[config.mk]
export PLATFORM = sky130hd
export DESIGN_NAME = bus_term_ctrl
export DESIGN_NICKNAME = d
export VERILOG_FILES = /design/src/rtl/bus_term_pkg.sv /design/src/rtl/bus_term_sync.sv /design/src/rtl/bus_term_classify.sv /design/src/rtl/bus_term_fsm.sv /design/src/rtl/bus_term_ctrl.sv
export SDC_FILE = /design/constraint.sdc
export NUM_CORES = 1
export LEC_CHECK = 0
export ABC_AREA = 0
export BUFFER_PORTS_ARGS = -buffer_cell sky130_fd_sc_hd__buf_4
export CORE_AREA = 5 5 42 44
export DETAILED_ROUTE_END_ITERATION = 16
export DIE_AREA = 0 0 47 49
export PLACE_DENSITY = 0.66
export SYNTH_ARGS = -nofsm -noshare
export SYNTH_HDL_FRONTEND = slang
export SYNTH_HIERARCHICAL = 1
export SYNTH_SLANG_ARGS = --single-unit
[constraint.sdc]
create_clock -name clk_i -period 3.9 [get_ports clk_i]
set_input_delay 0.195 -clock clk_i [delete_from_list [all_inputs] [get_ports clk_i]]
set_output_delay 0.195 -clock clk_i [all_outputs]
set_load 0.03 [all_outputs]
[src/rtl/bus_term_pkg.sv]
package bus_term_pkg;
  typedef enum logic [1:0] {
    OUT_NORMAL = 2'd0,
    OUT_HALTED = 2'd1,
    OUT_BERR   = 2'd2,
    OUT_RETRY  = 2'd3
  } outcome_e;

  typedef enum logic [1:0] {
    ST_IDLE    = 2'd0,
    ST_WAIT    = 2'd1,
    ST_CONFIRM = 2'd2,
    ST_HOLD    = 2'd3
  } state_e;

  // synchronized controls, active high
  typedef struct packed {
    logic ack;
    logic err;
    logic hlt;
  } ctl_t;

  localparam int unsigned NUM_CTL = 3;
  localparam int unsigned NUM_OUT = 4;
endpackage

[src/rtl/bus_term_sync.sv]
module bus_term_sync #(
  parameter int unsigned WIDTH     = 3,
  parameter int unsigned STAGES    = 2,
  parameter logic        RESET_VAL = 1'b1
) (
  input  logic             clk_i,
  input  logic             rst_ni,
  input  logic [WIDTH-1:0] d_i,
  output logic [WIDTH-1:0] q_o
);
  logic [WIDTH-1:0] stg_q [STAGES];

  for (genvar s = 0; s < STAGES; s++) begin : g_stage
    if (s == 0) begin : g_first
      always_ff @(posedge clk_i or negedge rst_ni) begin
        if (!rst_ni) stg_q[s] <= {WIDTH{RESET_VAL}};
        else         stg_q[s] <= d_i;
      end
    end else begin : g_next
      always_ff @(posedge clk_i or negedge rst_ni) begin
        if (!rst_ni) stg_q[s] <= {WIDTH{RESET_VAL}};
        else         stg_q[s] <= stg_q[s-1];
      end
    end
  end

  assign q_o = stg_q[STAGES-1];
endmodule

[src/rtl/bus_term_classify.sv]
module bus_term_classify
  import bus_term_pkg::*;
(
  input  ctl_t     ctl_i,
  output logic     term_o,
  output outcome_e kind_o
);
  // error (alone or with halt) wins over acknowledge
  always_comb begin
    term_o = ctl_i.ack | ctl_i.err;
    if (ctl_i.err) kind_o = ctl_i.hlt ? OUT_RETRY : OUT_BERR;
    else           kind_o = ctl_i.hlt ? OUT_HALTED : OUT_NORMAL;
  end
endmodule

[src/rtl/bus_term_fsm.sv]
module bus_term_fsm
  import bus_term_pkg::*;
(
  input  logic               clk_i,
  input  logic               rst_ni,
  input  logic               cyc_start_i,
  input  logic               strobe_i,
  input  ctl_t               ctl_i,
  input  logic               term_i,
  input  outcome_e           kind_i,
  output logic [NUM_OUT-1:0] pulse_o,
  output logic               stall_o,
  output logic               retry_req_o
);
  state_e             state_q, state_d;
  outcome_e           kind_q, kind_d;
  logic [NUM_OUT-1:0] pulse_d;
  logic               rreq_d;

  always_comb begin
    state_d = state_q;
    kind_d  = kind_q;
    pulse_d = '0;
    rreq_d  = 1'b0;
    unique case (state_q)
      ST_IDLE: if (cyc_start_i) state_d = ST_WAIT;
      ST_WAIT: begin
        // decision taken at state N, committed at N+2
        if (strobe_i && term_i) begin
          kind_d  = kind_i;
          state_d = ST_CONFIRM;
        end
      end
      ST_CONFIRM: begin
        if (strobe_i) begin
          pulse_d[kind_q] = 1'b1;
          state_d = (kind_q == OUT_HALTED || kind_q == OUT_RETRY) ? ST_HOLD : ST_IDLE;
        end
      end
      ST_HOLD: begin
        if (!ctl_i.hlt) begin
          rreq_d  = (kind_q == OUT_RETRY);
          state_d = ST_IDLE;
        end
      end
      default: state_d = ST_IDLE;
    endcase
  end

  always_ff @(posedge clk_i or negedge rst_ni) begin
    if (!rst_ni) begin
      state_q     <= ST_IDLE;
      kind_q      <= OUT_NORMAL;
      pulse_o     <= '0;
      retry_req_o <= 1'b0;
    end else begin
      state_q     <= state_d;
      kind_q      <= kind_d;
      pulse_o     <= pulse_d;
      retry_req_o <= rreq_d;
    end
  end

  assign stall_o = (state_q == ST_HOLD);
endmodule

[src/rtl/bus_term_ctrl.sv]
module bus_term_ctrl
  import bus_term_pkg::*;
#(
  parameter int unsigned SYNC_STAGES = 2
) (
  input  logic clk_i,
  input  logic rst_ni,
  input  logic cyc_start_i,
  input  logic even_state_i,
  input  logic dtack_ni,
  input  logic berr_ni,
  input  logic halt_ni,
  output logic normal_o,
  output logic halted_o,
  output logic bus_err_o,
  output logic retry_o,
  output logic stall_o,
  output logic retry_req_o
);
  logic [NUM_CTL-1:0] pins_n, sync_n;
  ctl_t               ctl;
  logic               term;
  outcome_e           kind;
  logic [NUM_OUT-1:0] pulse;

  assign pins_n = {dtack_ni, berr_ni, halt_ni};

  bus_term_sync #(
    .WIDTH    (NUM_CTL),
    .STAGES   (SYNC_STAGES),
    .RESET_VAL(1'b1)
  ) i_sync (
    .clk_i (clk_i),
    .rst_ni(rst_ni),
    .d_i   (pins_n),
    .q_o   (sync_n)
  );

  assign ctl = ~sync_n;

  bus_term_classify i_classify (
    .ctl_i (ctl),
    .term_o(term),
    .kind_o(kind)
  );

  bus_term_fsm i_fsm (
    .clk_i      (clk_i),
    .rst_ni     (rst_ni),
    .cyc_start_i(cyc_start_i),
    .strobe_i   (even_state_i),
    .ctl_i      (ctl),
    .term_i     (term),
    .kind_i     (kind),
    .pulse_o    (pulse),
    .stall_o    (stall_o),
    .retry_req_o(retry_req_o)
  );

  assign normal_o  = pulse[OUT_NORMAL];
  assign halted_o  = pulse[OUT_HALTED];
  assign bus_err_o = pulse[OUT_BERR];
  assign retry_o   = pulse[OUT_RETRY];
endmodule

==> report_table.html, run 1 <==
<table>
<tr><th>Metric</th><th>Value</th></tr>
<tr><th colspan="2">Status</th></tr>
<tr><td>Outcome</td><td>completed</td></tr>
<tr><th colspan="2">Setup path</th></tr>
<tr><td>Launch point of the worst reg-to-reg path</td><td>i_sync/q_o[1]$_DFF_PN1_</td></tr>
<tr><td>Kind of launch point of the worst setup path</td><td>register</td></tr>
<tr><td>Register-to-Register Path Depth</td><td>4</td></tr>
<tr><td>Slack of the worst reg-to-reg path</td><td>2.54 ns</td></tr>
<tr><td>Critical path data arrival time</td><td>1.52 ns</td></tr>
<tr><td>Type of destination of the critical path</td><td>register</td></tr>
<tr><td>Type of the worst setup path</td><td>reg -&gt; reg</td></tr>
<tr><td>Data required time at the worst endpoint</td><td>4.06 ns</td></tr>
<tr><td>Reg-to-reg endpoint</td><td>i_fsm/kind_q[0]$_DFFE_PN0P_</td></tr>
<tr><td>Highest net fanout along the worst path</td><td>3</td></tr>
<tr><th colspan="2">STA</th></tr>
<tr><td>Final clock skew</td><td>0.002481 ns</td></tr>
<tr><td>RSZ-0062 raised after global routing</td><td>false</td></tr>
<tr><td>Headroom to the max-slew limit</td><td>86.77%</td></tr>
<tr><td>Post-route setup slack</td><td>around 2.5 ns</td></tr>
<tr><td>Final-report max-slew violation count</td><td>0</td></tr>
<tr><td>Pin slew with the least headroom to its limit</td><td>0.1984 ns</td></tr>
<tr><td>Final worst path period share</td><td>roughly a third</td></tr>
<tr><td>Setup TNS after final layout</td><td>0 ns</td></tr>
<tr><td>Max Fclk</td><td>736.2 MHz</td></tr>
<tr><td>Endpoints failing setup</td><td>0</td></tr>
<tr><td>Number of failing hold endpoints at the final stage</td><td>0</td></tr>
<tr><td>Crit path time final</td><td>1.358 ns</td></tr>
<tr><th colspan="2">Floorplanning</th></tr>
<tr><td>Die X</td><td>around 47 um</td></tr>
<tr><td>Rows</td><td>14</td></tr>
<tr><td>I/O pin count</td><td>13</td></tr>
<tr><td>Die Footprint</td><td>2303 um^2</td></tr>
<tr><td>Core ar.</td><td>1401 um^2</td></tr>
<tr><td>Chip height</td><td>~49 um</td></tr>
<tr><td>Initial Util</td><td>41.07%</td></tr>
<tr><th colspan="2">Synthesis</th></tr>
<tr><td>Synth top cells by count</td><td>9 x dfrtp_1, 6 x dfstp_2, 5 x buf_4, 5 x inv_1, 4 x nor2_1</td></tr>
<tr><td>Cell types occupying the most area after synthesis</td><td>dfrtp_1 39%, dfstp_2 27%, buf_4 6.5%</td></tr>
<tr><td>Most used DFF post-synth</td><td>dfrtp_1</td></tr>
<tr><td>Number of enable flip-flop cells after synthesis</td><td>0</td></tr>
<tr><td>Synthesized net count</td><td>54</td></tr>
<tr><td>Post-synth top area share</td><td>39.13%</td></tr>
<tr><td>Synth warnings</td><td>6</td></tr>
<tr><td>Post-synth cell types</td><td>18</td></tr>
<tr><td>Register bit total from synthesis</td><td>15</td></tr>
<tr><td>Post-Synthesis Cells</td><td>47</td></tr>
<tr><td>Post-Syn Area</td><td>between 500 and 600 um^2</td></tr>
<tr><td>Register area share after synthesis</td><td>around two thirds</td></tr>
<tr><td>Syn avg cell area</td><td>12.25 um^2</td></tr>
<tr><td>Fraction of registers with async set/reset</td><td>100.0%</td></tr>
<tr><td>Cell type with the highest aggregate area in the netlist</td><td>dfrtp_1</td></tr>
<tr><td>Most frequent cell after synthesis</td><td>dfrtp_1</td></tr>
<tr><th colspan="2">Global route</th></tr>
<tr><td>Layer carrying the most global-route usage</td><td>met2</td></tr>
<tr><td>Initial antenna violation count</td><td>0</td></tr>
<tr><td>Global-route wire length before repair</td><td>about 1500 um</td></tr>
<tr><td>Routing usage on met2</td><td>12.90%</td></tr>
<tr><td>Via count of the first global-routing pass</td><td>371</td></tr>
<tr><td>Met1 capacity usage during global routing</td><td>11.06%</td></tr>
<tr><td>Global Route Usage Sum</td><td>9.209%</td></tr>
<tr><td>Global routing met3 resource utilization</td><td>3.321%</td></tr>
<tr><td>Largest net degree at the start of global routing</td><td>16</td></tr>
<tr><td>GR Overflow Total</td><td>0</td></tr>
<tr><th colspan="2">Min path</th></tr>
<tr><td>Tightest Hold Check Type</td><td>in -&gt; reg</td></tr>
<tr><td>Worst hold stages</td><td>1</td></tr>
<tr><td>Worst-case hold path end point</td><td>i_sync/stg_q[3]$_DFF_PN1_</td></tr>
<tr><td>Min-delay src</td><td>halt_ni</td></tr>
<tr><th colspan="2">Drt</th></tr>
<tr><td>Routed length per placed instance</td><td>11.59 um</td></tr>
<tr><td>Vias</td><td>340</td></tr>
<tr><td>Post-detailed-route count of antenna-violating nets</td><td>0</td></tr>
<tr><td>DRT Wirelength</td><td>869 um</td></tr>
<tr><td>Post-DR vias/cell</td><td>4.533</td></tr>
<tr><td>Residual DRC</td><td>0</td></tr>
<tr><td>DRT iter0 DRCs</td><td>13</td></tr>
<tr><td>Pre-Repair DR Iteration Count</td><td>4</td></tr>
<tr><th colspan="2">Power and ir drop</th></tr>
<tr><td>Switching Share</td><td>31.35%</td></tr>
<tr><td>Logic pwr share</td><td>a little under a quarter</td></tr>
<tr><td>Register share of total power</td><td>a little under three fifths</td></tr>
<tr><td>Total power after layout</td><td>0.0003888 W</td></tr>
<tr><td>Design internal power</td><td>0.0002669 W</td></tr>
<tr><td>Clock power share</td><td>21.5%</td></tr>
<tr><td>Net switching power of the design</td><td>0.0001219 W</td></tr>
<tr><td>Max IR drop VDD</td><td>0.0002578 V</td></tr>
<tr><td>Power Dens Cells</td><td>about 570 nW/um^2</td></tr>
<tr><td>Leakage power summed over all cells</td><td>0.3339 nW</td></tr>
<tr><th colspan="2">Placed design</th></tr>
<tr><td>Final HPWL from detailed placement</td><td>about 620 um</td></tr>
<tr><td>Total of buffers placed on input and output ports</td><td>12</td></tr>
<tr><td>Placed cells</td><td>70</td></tr>
<tr><td>Minimum setup slack after placement</td><td>between 2 and 3 ns</td></tr>
<tr><td>Final RePlAce weighted congestion</td><td>~0.83</td></tr>
<tr><td>Placed Area</td><td>648.1 um^2</td></tr>
<tr><th colspan="2">CTS</th></tr>
<tr><td>H-tree levels</td><td>1</td></tr>
<tr><td>CTS tree</td><td>built</td></tr>
<tr><td>Number of buffers on the longest clock path</td><td>2</td></tr>
<tr><td>Worst-Skew Late Latency</td><td>0.27 ns</td></tr>
<tr><td>Cts bufs inserted</td><td>3</td></tr>
<tr><td>Root buffer cell</td><td>clkbuf_4</td></tr>
<tr><td>Post-CTS repair timing setup buffer count</td><td>0</td></tr>
<tr><td>Count of hold-fix buffers inserted at cts</td><td>1</td></tr>
<tr><td>Clk sink count</td><td>15</td></tr>
<tr><td>Cells resized by post-CTS repair</td><td>0</td></tr>
<tr><td>Clock transition time at the flip-flop clock pins of the worst setup and hold paths</td><td>0.08 ns</td></tr>
<tr><th colspan="2">Cells and area</th></tr>
<tr><td>Post-route non-filler standard cell count</td><td>75</td></tr>
<tr><td>Non-Filler Cell Area, Final</td><td>~680 um^2</td></tr>
<tr><td>Area occupied by multi-input gates</td><td>136.4 um^2</td></tr>
<tr><td>Number of nets in the layout</td><td>67</td></tr>
<tr><td>Antenna Cells</td><td>0</td></tr>
<tr><td>Ratio of cells with drive above 1 in the final layout</td><td>40.68%</td></tr>
<tr><td>Count of fill cells added during filler insertion</td><td>approximately 140</td></tr>
<tr><td>Area grow syn2layout</td><td>18.91%</td></tr>
<tr><td>Register cell area after layout</td><td>382.9 um^2</td></tr>
<tr><th colspan="2">Job</th></tr>
<tr><td>Count of maximum capacitance violations</td><td>0</td></tr>
</table>
-- area by class of cell --
class                      count  share of cell area [%]
sequential                    15                   55.94
inverter                       5                   2.742
multi-input combinational     22                   19.93
tap                           16                   2.925
clock buffer                   4                   3.839
timing repair buffer          13                   14.63
-- power by group through the flow --
stage	clock (W)	combinational (W)	sequential (W)
final	0.0000836	0.0000887	0.000217
after global routing	0.0000952	0.0000976	0.000221
after CTS	0.0000887	0.0000900	0.000217
after detailed placement	0	0.0000878	0.000219
after global placement	0	0.0000876	0.000219
after floorplan	0	0.0000582	0.000219
-- stage by stage --
step,utilization (%),hold slack [ns]
global route,48.84,0.001816
CTS,48.84,0.01347
detailed placement,46.25,0.05355
floorplan,-,-0.1006
global placement,46.25,0.05451
finish,48.84,0.02502
-- layout by cell type, fill, tap and decap left out --
master	n
nor2_1	4
nand4b_1	1
nand4_1	1
and2_2	1
o21ai_0	1
o211ai_1	1
clkbuf_1	1
clkbuf_4	3
mux2_1	2
nand2_1	3
nand3_1	2
dfstp_2	6
dfrtp_1	9
buf_4	12
nor2b_2	1
dlygate4sd3_1	1
nand3_2	1
or2_1	1
nand3b_1	1
inv_1	5
nor3_1	2
-- worst max-delay path, cell delays in order, from the launching register on --
cell,delay (ns)
dfstp_2,0.52
inv_1,0.04
or2_1,0.25
nand3_2,0.11
mux2_1,0.32
-- worst max-delay path by stage --
stage,startpoint,endpoint,slack [ns],cells past startpoint
after global placement,i_sync/q_o[1]$_DFF_PN1_,i_fsm/kind_q[1]$_DFFE_PN0P_,2.59,4
after floorplan,i_sync/q_o[1]$_DFF_PN1_,i_fsm/kind_q[0]$_DFFE_PN0P_,2.53,5
final,i_sync/q_o[1]$_DFF_PN1_,i_fsm/kind_q[0]$_DFFE_PN0P_,2.54,4
after global routing,i_sync/q_o[1]$_DFF_PN1_,i_fsm/kind_q[0]$_DFFE_PN0P_,2.50,4
after detailed placement,i_sync/q_o[1]$_DFF_PN1_,i_fsm/kind_q[1]$_DFFE_PN0P_,2.58,4
after CTS,i_sync/q_o[1]$_DFF_PN1_,i_fsm/kind_q[0]$_DFFE_PN0P_,2.55,4
-- metal layers --
| layer | part of all wire, % | routed length, um |
|---|---|---|
| met5 | 0 | 0 |
| met4 | 1.6 | 14 |
| met3 | 7.9 | 69 |
| met2 | 47 | 411 |
| met1 | 43 | 374 |
-- flip-flops by register name, summed over array words and instances, names as in the netlist --
signal and count:
i_fsm/pulse_o 4, i_sync/q_o 3, i_sync/stg_q 3, i_fsm/kind_q 2, i_fsm/state_q 2, i_fsm/retry_req_o 1
-- cell families (layout without fill, tap and decap cells) --
logic type / Yosys count / in the layout / synth area share, %
simple gates: 18 / 18 / 17.61
flops: 15 / 15 / 66.52
buf+inv: 10 / 22 / 9.784
compound gates: 2 / 2 / 2.174
mux: 2 / 2 / 3.913
Power figures use the tool's default switching activity.
==> run 2, diff against run 1 <==
ABC_AREA = 1   (was 0)
CORE_AREA = unset   (was 5 5 42 44)
CORE_MARGIN = 5   (was unset)
CORE_UTILIZATION = 45   (was unset)
DIE_AREA = unset   (was 0 0 47 49)
PLACE_DENSITY = 0.7   (was 0.66)
clock period = 1.2 ns   (was 3.9 ns; I/O delays follow)
==> run 2 against run 1 <==
Effect of this change:
- critical endpoint is now stall_o
- clock power rose to 3.4 times the previous value
- critical path depth down 1
- synthesized cell count increased by 40%
- combinational power rose to 5.3 times the previous value
- global-route usage up 2.5 points
- power increased to 3.8 times the previous value
==> report_table.html, run 2 <==
<table>
<tr><th>Metric</th><th>Value</th></tr>
<tr><th colspan="2">Cells and area</th></tr>
<tr><td>Number of nets in the layout</td><td>a little under 90</td></tr>
<tr><td>Antenna Cells</td><td>0</td></tr>
<tr><td>Post-route non-filler standard cell count</td><td>96</td></tr>
<tr><td>Commonest non-fill, non-tap cell in the layout</td><td>buf_4</td></tr>
<tr><td>Largest register by flop count</td><td>i_fsm/pulse_o</td></tr>
<tr><td>Count of fill cells added during filler insertion</td><td>127</td></tr>
<tr><td>Area grow syn2layout</td><td>22.71%</td></tr>
<tr><td>Ratio of cells with drive above 1 in the final layout</td><td>39.51%</td></tr>
<tr><td>Top library cells by usage in the layout, fill and taps aside</td><td>12 x buf_4, 11 x inv_1, 9 x nand2_1, 8 x dfrtp_1, 6 x dfstp_2</td></tr>
<tr><td>Non-Filler Cell Area, Final</td><td>770.7 um^2</td></tr>
<tr><td>Flip-flop count of the largest register, all copies and words added</td><td>4</td></tr>
<tr><th colspan="2">Synthesis</th></tr>
<tr><td>Number of enable flip-flop cells after synthesis</td><td>0</td></tr>
<tr><td>Post-synth cell types</td><td>15</td></tr>
<tr><td>Most used DFF post-synth</td><td>dfrtp_1</td></tr>
<tr><td>Syn avg cell area</td><td>~9.5 um^2</td></tr>
<tr><td>Post-Syn Area</td><td>628.1 um^2</td></tr>
<tr><td>Synth warnings</td><td>6</td></tr>
<tr><td>Post-Synthesis Cells</td><td>66</td></tr>
<tr><td>Cell type with the highest aggregate area in the netlist</td><td>dfrtp_1</td></tr>
<tr><td>Fraction of registers with async set/reset</td><td>between 90% and 100%</td></tr>
<tr><td>Cell types occupying the most area after synthesis</td><td>dfrtp_1 36%, dfstp_2 25%, inv_1 6.6%</td></tr>
<tr><td>Synth top cells by count</td><td>11 x inv_1, 10 x nand2_1, 9 x dfrtp_1</td></tr>
<tr><td>Most frequent cell after synthesis</td><td>inv_1</td></tr>
<tr><td>Register bit total from synthesis</td><td>15</td></tr>
<tr><td>Post-synth top area share</td><td>35.86%</td></tr>
<tr><td>Register area share after synthesis</td><td>60.96%</td></tr>
<tr><td>Synthesized net count</td><td>73</td></tr>
<tr><th colspan="2">STA</th></tr>
<tr><td>RSZ-0062 raised after global routing</td><td>false</td></tr>
<tr><td>Pin slew with the least headroom to its limit</td><td>approximately 0.23 ns</td></tr>
<tr><td>Final worst path period share</td><td>92.87%</td></tr>
<tr><td>Setup TNS after final layout</td><td>0 ns</td></tr>
<tr><td>Post-route worst hold slack</td><td>0.08195 ns</td></tr>
<tr><td>Headroom to the max-slew limit</td><td>between 80% and 90%</td></tr>
<tr><td>Final clock skew</td><td>~0.0027 ns</td></tr>
<tr><td>Number of failing hold endpoints at the final stage</td><td>0</td></tr>
<tr><td>Final-report max-slew violation count</td><td>0</td></tr>
<tr><td>Max Fclk</td><td>around 900 MHz</td></tr>
<tr><td>Crit path time final</td><td>1.114 ns</td></tr>
<tr><td>Endpoints failing setup</td><td>0</td></tr>
<tr><th colspan="2">Power and ir drop</th></tr>
<tr><td>Power Dens Cells</td><td>between 1500 and 2000 nW/um^2</td></tr>
<tr><td>Register share of total power</td><td>48.6%</td></tr>
<tr><td>Logic pwr share</td><td>32.0%</td></tr>
<tr><td>Switching Share</td><td>38.09%</td></tr>
<tr><td>Clock power share</td><td>19.4%</td></tr>
<tr><td>Net switching power of the design</td><td>0.0005626 W</td></tr>
<tr><td>Total power after layout</td><td>0.001477 W</td></tr>
<tr><td>Max IR drop VDD</td><td>0.0007960 V</td></tr>
<tr><td>Leakage power summed over all cells</td><td>slightly above 0.4 nW</td></tr>
<tr><td>Design internal power</td><td>0.0009143 W</td></tr>
<tr><th colspan="2">Setup path</th></tr>
<tr><td>Launch point of the worst reg-to-reg path</td><td>i_sync/q_o[1]$_DFF_PN1_</td></tr>
<tr><td>Kind of launch point of the worst setup path</td><td>register</td></tr>
<tr><td>Reg-to-reg endpoint</td><td>i_fsm/state_q[1]$_DFFE_PN0P_</td></tr>
<tr><td>Type of the worst setup path</td><td>reg -&gt; out</td></tr>
<tr><td>Critical path startpoint</td><td>i_fsm/state_q[1]$_DFFE_PN0P_</td></tr>
<tr><td>Slack of the worst reg-to-reg path</td><td>0.13 ns</td></tr>
<tr><td>Type of destination of the critical path</td><td>primary output</td></tr>
<tr><td>Delay of the slowest cell on the worst path</td><td>0.46 ns</td></tr>
<tr><td>Highest net fanout along the worst path</td><td>6</td></tr>
<tr><td>Worst path top cell family by delay</td><td>flip-flops</td></tr>
<tr><td>Critical path data arrival time</td><td>1.05 ns</td></tr>
<tr><td>Register-to-Register Path Depth</td><td>7</td></tr>
<tr><td>Data required time at the worst endpoint</td><td>1.14 ns</td></tr>
<tr><td>Destination of the critical timing path</td><td>stall_o</td></tr>
<tr><td>Buffer and inverter count on the worst path</td><td>2</td></tr>
<tr><td>Slowest stage cell, crit path</td><td>dfrtp_2</td></tr>
<tr><td>WP depth</td><td>3</td></tr>
<tr><td>Critical Path, Cell by Cell</td><td>nand2_2, inv_1, buf_4</td></tr>
<tr><th colspan="2">CTS</th></tr>
<tr><td>Cts bufs inserted</td><td>3</td></tr>
<tr><td>Clk sink count</td><td>15</td></tr>
<tr><td>Number of buffers on the longest clock path</td><td>2</td></tr>
<tr><td>Worst-Skew Late Latency</td><td>0.28 ns</td></tr>
<tr><td>Clock transition time at the flip-flop clock pins of the worst setup and hold paths</td><td>0.09 ns</td></tr>
<tr><td>H-tree levels</td><td>1</td></tr>
<tr><td>Root buffer cell</td><td>clkbuf_4</td></tr>
<tr><td>CTS tree</td><td>built</td></tr>
<tr><td>Post-CTS repair timing setup buffer count</td><td>0</td></tr>
<tr><th colspan="2">Drt</th></tr>
<tr><td>Post-DR vias/cell</td><td>between 4 and 5</td></tr>
<tr><td>Vias</td><td>454</td></tr>
<tr><td>DRT Wirelength</td><td>988 um</td></tr>
<tr><td>DRT iter0 DRCs</td><td>12</td></tr>
<tr><td>Pre-Repair DR Iteration Count</td><td>4</td></tr>
<tr><td>Residual DRC</td><td>0</td></tr>
<tr><td>Post-detailed-route count of antenna-violating nets</td><td>0</td></tr>
<tr><td>Routed length per placed instance</td><td>10.29 um</td></tr>
<tr><th colspan="2">Global route</th></tr>
<tr><td>Largest net degree at the start of global routing</td><td>16</td></tr>
<tr><td>Initial antenna violation count</td><td>0</td></tr>
<tr><td>Global-route wire length before repair</td><td>~1700 um</td></tr>
<tr><td>Via count of the first global-routing pass</td><td>approximately 420</td></tr>
<tr><td>GR Overflow Total</td><td>0</td></tr>
<tr><td>Global Route Usage Sum</td><td>11.66%</td></tr>
<tr><th colspan="2">Placed design</th></tr>
<tr><td>Placed cells</td><td>88</td></tr>
<tr><td>Final RePlAce weighted congestion</td><td>0.7729</td></tr>
<tr><td>Final HPWL from detailed placement</td><td>just under 700 um</td></tr>
<tr><td>Total of buffers placed on input and output ports</td><td>12</td></tr>
<tr><td>Placed Area</td><td>699.4 um^2</td></tr>
<tr><th colspan="2">Job</th></tr>
<tr><td>Count of maximum capacitance violations</td><td>0</td></tr>
<tr><th colspan="2">Min path</th></tr>
<tr><td>Worst hold stages</td><td>3</td></tr>
<tr><td>Tightest Hold Check Type</td><td>in -&gt; reg</td></tr>
<tr><th colspan="2">Floorplanning</th></tr>
<tr><td>Core ar.</td><td>approximately 1300 um^2</td></tr>
<tr><td>Rows</td><td>13</td></tr>
<tr><td>Chip height</td><td>around 47 um</td></tr>
<tr><td>Initial Util</td><td>47.67%</td></tr>
<tr><td>Die X</td><td>47.36 um</td></tr>
<tr><td>Die Footprint</td><td>2243 um^2</td></tr>
<tr><td>I/O pin count</td><td>13</td></tr>
<tr><th colspan="2">Status</th></tr>
<tr><td>Outcome</td><td>completed</td></tr>
</table>
==> run 2: kinds of logic (layout without fill, tap and decap cells) <==
kind of cell | Yosys count | after routing | synth area share (%)
AO/OA/AOI/OAI | 7 | 7 | 6.174
flip-flops | 15 | 15 | 60.96
buffers and inverters | 21 | 36 | 15.54
AND/OR/NAND/NOR | 23 | 23 | 17.33
==> run 2: power by group through the flow <==
stage	Combinational [W]	Clock (W)	Sequential, W
detailed placement	0.000461	0	0.000714
floorplan	0.000332	0	0.000722
global route	0.000532	0.000325	0.000734
global placement	0.000456	0	0.000714
finish	0.000473	0.000286	0.000718
CTS	0.000471	0.000300	0.000705
==> run 2: worst min-delay path, stage by stage <==
cell and delay [ns]:
buf_4 0.12, nand3_2 0.09, o21ai_1 0.06
==> run 2: metrics by stage <==
stage                     setup slack, ns  utilization (%)
after floorplan                    0.1147                -
after global placement             0.1579            53.09
after detailed placement           0.1423            53.09
after CTS                         0.01495            58.21
after global routing              0.01550            58.50
final                             0.08554            58.50
==> run 2: timing repair <==
| action | 4_1_cts | 5_1_grt |
|---|---|---|
| hold endpoints to repair | 18 | 0 |
| hold buffers | 4 | 0 |
| gates resized for setup | 0 | 2 |
| endpoints found under the setup margin | 0 | 1 |
==> run 2: how the worst min path moves through the flow <==
stage / startpoint / end / slack (ns)
after detailed placement: rst_ni / i_fsm/pulse_o[0]$_DFF_PN0_ / -0.08
after global placement: rst_ni / i_fsm/pulse_o[0]$_DFF_PN0_ / -0.08
after CTS: even_state_i / i_fsm/kind_q[0]$_DFFE_PN0P_ / 0.07
after floorplan: rst_ni / i_fsm/kind_q[0]$_DFFE_PN0P_ / -0.24
after global routing: even_state_i / i_fsm/kind_q[1]$_DFFE_PN0P_ / 0.07
final: even_state_i / i_fsm/kind_q[0]$_DFFE_PN0P_ / 0.08
==> run 2: final cells by class <==
cell class / instances / area (um^2) / share of cell area [%]
sequential: 15 / 384.1 / 49.84
multi-input combinational: 30 / 150.1 / 19.48
inverter: 16 / 60.06 / 7.792
clock inverter: 1 / 5.005 / 0.6494
timing repair buffer: 16 / 130.1 / 16.88
tap: 15 / 18.77 / 2.435
clock buffer: 3 / 22.52 / 2.922
==> run 2: layer usage <==
layer	vias to the layer above	track usage (%)	part of all wire, %
met5	-	0	0
met4	0	8.287	1.2
met3	2	3.448	11
met2	23	20.05	53
met1	203	11.85	34
li1	226	-	-
==> run 3, diff against run 2 <==
CORE_AREA = 5 5 42 44   (was unset)
CORE_MARGIN = unset   (was 5)
CORE_UTILIZATION = unset   (was 45)
DIE_AREA = 0 0 47 49   (was unset)
clock period = 1.4 ns   (was 1.2 ns; I/O delays follow)
==> run 3 against run 2 <==
Effect of this change:
- global-route usage shrank 1.6 points
- first-iteration DRC count shrank 83%
- sequential cell count is the same
- critical path type unchanged
- critical endpoint unchanged
- highest routed layer unchanged
==> report_table.html, run 3 (synthesis results as in run 2) <==
<table>
<tr><th>Metric</th><th>Value</th></tr>
<tr><th colspan="2">Status</th></tr>
<tr><td>Outcome</td><td>completed</td></tr>
<tr><th colspan="2">Setup path</th></tr>
<tr><td>Critical path data arrival time</td><td>1.09 ns</td></tr>
<tr><td>Type of the worst setup path</td><td>reg -&gt; out</td></tr>
<tr><td>Reg-to-reg endpoint</td><td>i_fsm/state_q[1]$_DFFE_PN0P_</td></tr>
<tr><td>Launch point of the worst reg-to-reg path</td><td>i_sync/q_o[1]$_DFF_PN1_</td></tr>
<tr><td>Data required time at the worst endpoint</td><td>1.33 ns</td></tr>
<tr><td>Slack of the worst reg-to-reg path</td><td>0.30 ns</td></tr>
<tr><td>Highest net fanout along the worst path</td><td>6</td></tr>
<tr><td>Type of destination of the critical path</td><td>primary output</td></tr>
<tr><td>Register-to-Register Path Depth</td><td>7</td></tr>
<tr><td>Kind of launch point of the worst setup path</td><td>register</td></tr>
<tr><th colspan="2">Cells and area</th></tr>
<tr><td>Commonest non-fill, non-tap cell in the layout</td><td>buf_4</td></tr>
<tr><td>Area grow syn2layout</td><td>22.11%</td></tr>
<tr><td>Flip-flop count of the largest register, all copies and words added</td><td>4</td></tr>
<tr><td>Antenna Cells</td><td>0</td></tr>
<tr><td>Count of fill cells added during filler insertion</td><td>132</td></tr>
<tr><td>Number of nets in the layout</td><td>a little under 90</td></tr>
<tr><td>Top library cells by usage in the layout, fill and taps aside</td><td>12 x buf_4, 11 x inv_1, 10 x nand2_1, 9 x dfrtp_1, 6 x dfstp_2</td></tr>
<tr><td>Ratio of cells with drive above 1 in the final layout</td><td>35.80%</td></tr>
<tr><td>Largest register by flop count</td><td>i_fsm/pulse_o</td></tr>
<tr><th colspan="2">Floorplanning</th></tr>
<tr><td>Rows</td><td>14</td></tr>
<tr><td>Core ar.</td><td>1401 um^2</td></tr>
<tr><td>I/O pin count</td><td>13</td></tr>
<tr><td>Chip height</td><td>49 um</td></tr>
<tr><td>Die X</td><td>47 um</td></tr>
<tr><td>Die Footprint</td><td>~2300 um^2</td></tr>
<tr><td>Initial Util</td><td>between 40% and 50%</td></tr>
<tr><th colspan="2">Min path</th></tr>
<tr><td>Min-delay src</td><td>even_state_i</td></tr>
<tr><td>Tightest Hold Check Type</td><td>in -&gt; reg</td></tr>
<tr><td>Worst-case hold path end point</td><td>i_fsm/kind_q[0]$_DFFE_PN0P_</td></tr>
<tr><td>Worst hold stages</td><td>3</td></tr>
<tr><th colspan="2">Power and ir drop</th></tr>
<tr><td>Power Dens Cells</td><td>1626 nW/um^2</td></tr>
<tr><td>Max IR drop VDD</td><td>0.0007154 V</td></tr>
<tr><td>Leakage power summed over all cells</td><td>approximately 0.41 nW</td></tr>
<tr><td>Total power after layout</td><td>0.001247 W</td></tr>
<tr><th colspan="2">CTS</th></tr>
<tr><td>Cts bufs inserted</td><td>3</td></tr>
<tr><td>Cells resized by post-CTS repair</td><td>0</td></tr>
<tr><td>Root buffer cell</td><td>clkbuf_4</td></tr>
<tr><td>Clk sink count</td><td>15</td></tr>
<tr><td>H-tree levels</td><td>1</td></tr>
<tr><td>Worst-Skew Late Latency</td><td>0.28 ns</td></tr>
<tr><td>Post-CTS repair timing setup buffer count</td><td>0</td></tr>
<tr><td>Number of buffers on the longest clock path</td><td>2</td></tr>
<tr><td>Clock transition time at the flip-flop clock pins of the worst setup and hold paths</td><td>0.08 ns</td></tr>
<tr><td>CTS tree</td><td>built</td></tr>
<tr><th colspan="2">Placed design</th></tr>
<tr><td>Total of buffers placed on input and output ports</td><td>12</td></tr>
<tr><td>Final HPWL from detailed placement</td><td>698.7 um</td></tr>
<tr><td>Final RePlAce weighted congestion</td><td>0.8519</td></tr>
<tr><td>Minimum setup slack after placement</td><td>0.3114 ns</td></tr>
<tr><th colspan="2">Drt</th></tr>
<tr><td>Post-DR vias/cell</td><td>about 4.3</td></tr>
<tr><td>Vias</td><td>420</td></tr>
<tr><td>DRT Wirelength</td><td>958 um</td></tr>
<tr><td>Routed length per placed instance</td><td>9.876 um</td></tr>
<tr><td>Pre-Repair DR Iteration Count</td><td>4</td></tr>
<tr><td>DRT iter0 DRCs</td><td>2</td></tr>
<tr><td>Residual DRC</td><td>0</td></tr>
<tr><td>Post-detailed-route count of antenna-violating nets</td><td>0</td></tr>
<tr><th colspan="2">STA</th></tr>
<tr><td>Pin slew with the least headroom to its limit</td><td>0.2198 ns</td></tr>
<tr><td>Endpoints failing setup</td><td>0</td></tr>
<tr><td>RSZ-0062 raised after global routing</td><td>false</td></tr>
<tr><td>Final worst path period share</td><td>~83%</td></tr>
<tr><td>Max Fclk</td><td>between 800 and 900 MHz</td></tr>
<tr><td>Post-route setup slack</td><td>0.2438 ns</td></tr>
<tr><td>Setup TNS after final layout</td><td>0 ns</td></tr>
<tr><td>Headroom to the max-slew limit</td><td>85.21%</td></tr>
<tr><td>Number of failing hold endpoints at the final stage</td><td>0</td></tr>
<tr><td>Final clock skew</td><td>0.001777 ns</td></tr>
<tr><td>Crit path time final</td><td>1.156 ns</td></tr>
<tr><td>Final-report max-slew violation count</td><td>0</td></tr>
<tr><th colspan="2">Global route</th></tr>
<tr><td>GR Overflow Total</td><td>0</td></tr>
<tr><td>Global-route wire length before repair</td><td>1559 um</td></tr>
<tr><td>Global Route Usage Sum</td><td>10.02%</td></tr>
<tr><td>Largest net degree at the start of global routing</td><td>16</td></tr>
<tr><td>Via count of the first global-routing pass</td><td>about 390</td></tr>
<tr><td>Initial antenna violation count</td><td>0</td></tr>
<tr><th colspan="2">Job</th></tr>
<tr><td>Count of maximum capacitance violations</td><td>0</td></tr>
</table>
[run 3: cell count changes in the layout (fill, tap and decap cells not counted)]
| cell | before | now |
|---|---|---|
| dfrtp_1 | 8 | 9 |
| clkbuf_1 | 0 | 1 |
| dfrtp_2 | 1 | 0 |
| clkinv_2 | 1 | 0 |
| nand2_1 | 9 | 10 |
| nand2_2 | 1 | 0 |
[run 3: area by class of cell]
| cell class | instances | area, um^2 | area share [%] |
|---|---|---|---|
| sequential | 15 | 382.9 | 49.92 |
| multi-input combinational | 30 | 147.6 | 19.25 |
| inverter | 16 | 60.06 | 7.830 |
| clock buffer | 4 | 26.28 | 3.426 |
| tap | 16 | 20.02 | 2.610 |
| timing repair buffer | 16 | 130.1 | 16.97 |
[run 3: worst max-delay path by stage]
stage,startpoint,endpoint,cells past startpoint
global placement,i_sync/q_o[2]$_DFF_PN1_,i_fsm/state_q[1]$_DFFE_PN0P_,7
finish,i_fsm/state_q[1]$_DFFE_PN0P_,stall_o,3
global route,i_fsm/state_q[1]$_DFFE_PN0P_,stall_o,3
floorplan,i_sync/q_o[1]$_DFF_PN1_,i_fsm/state_q[1]$_DFFE_PN0P_,8
detailed placement,i_sync/q_o[2]$_DFF_PN1_,i_fsm/state_q[1]$_DFFE_PN0P_,7
CTS,i_fsm/state_q[1]$_DFFE_PN0P_,stall_o,3
[run 3: power breakdown]
part / switching (W) / leakage [nW] / internal (W)
registers: 0.0000876 / 0.182 / 0.000517
clock network: 0.000127 / 0.0150 / 0.000110
logic: 0.000249 / 0.213 / 0.000155
total: 0.000464 / 0.410 / 0.000783
[run 3: what timing repair did]
action,in CTS,in global routing
hold buffers,4,0
endpoints found under the setup margin,0,0
hold endpoints to repair,18,0
[run 3: per-layer routing]
layer  up-vias  track usage [%]  wire [um]
met4         0            9.677         20
met5         -                0          0
met2         7            14.03        459
met1       184            11.57        422
met3         2            2.583         56
li1        227                -          -
[run 3: worst max-delay path: stages, from the launching register on]
cell     delay (ns)
dfrtp_1        0.45
nand2_1        0.15
inv_1          0.05
buf_4          0.16
[run 3: metrics by stage]
stage / cells / cell area [um^2] / hold slack, ns / utilization, %
final: 97 / 767.0 / 0.09552 / 54.73
after global routing: 97 / 767.0 / 0.1071 / 54.73
after CTS: 97 / 767.0 / 0.08579 / 54.73
after detailed placement: 89 / 700.7 / -0.07145 / 50.00
after global placement: 89 / 700.7 / -0.07047 / 50.00
after floorplan: 66 / 628.1 / -0.2256 / -
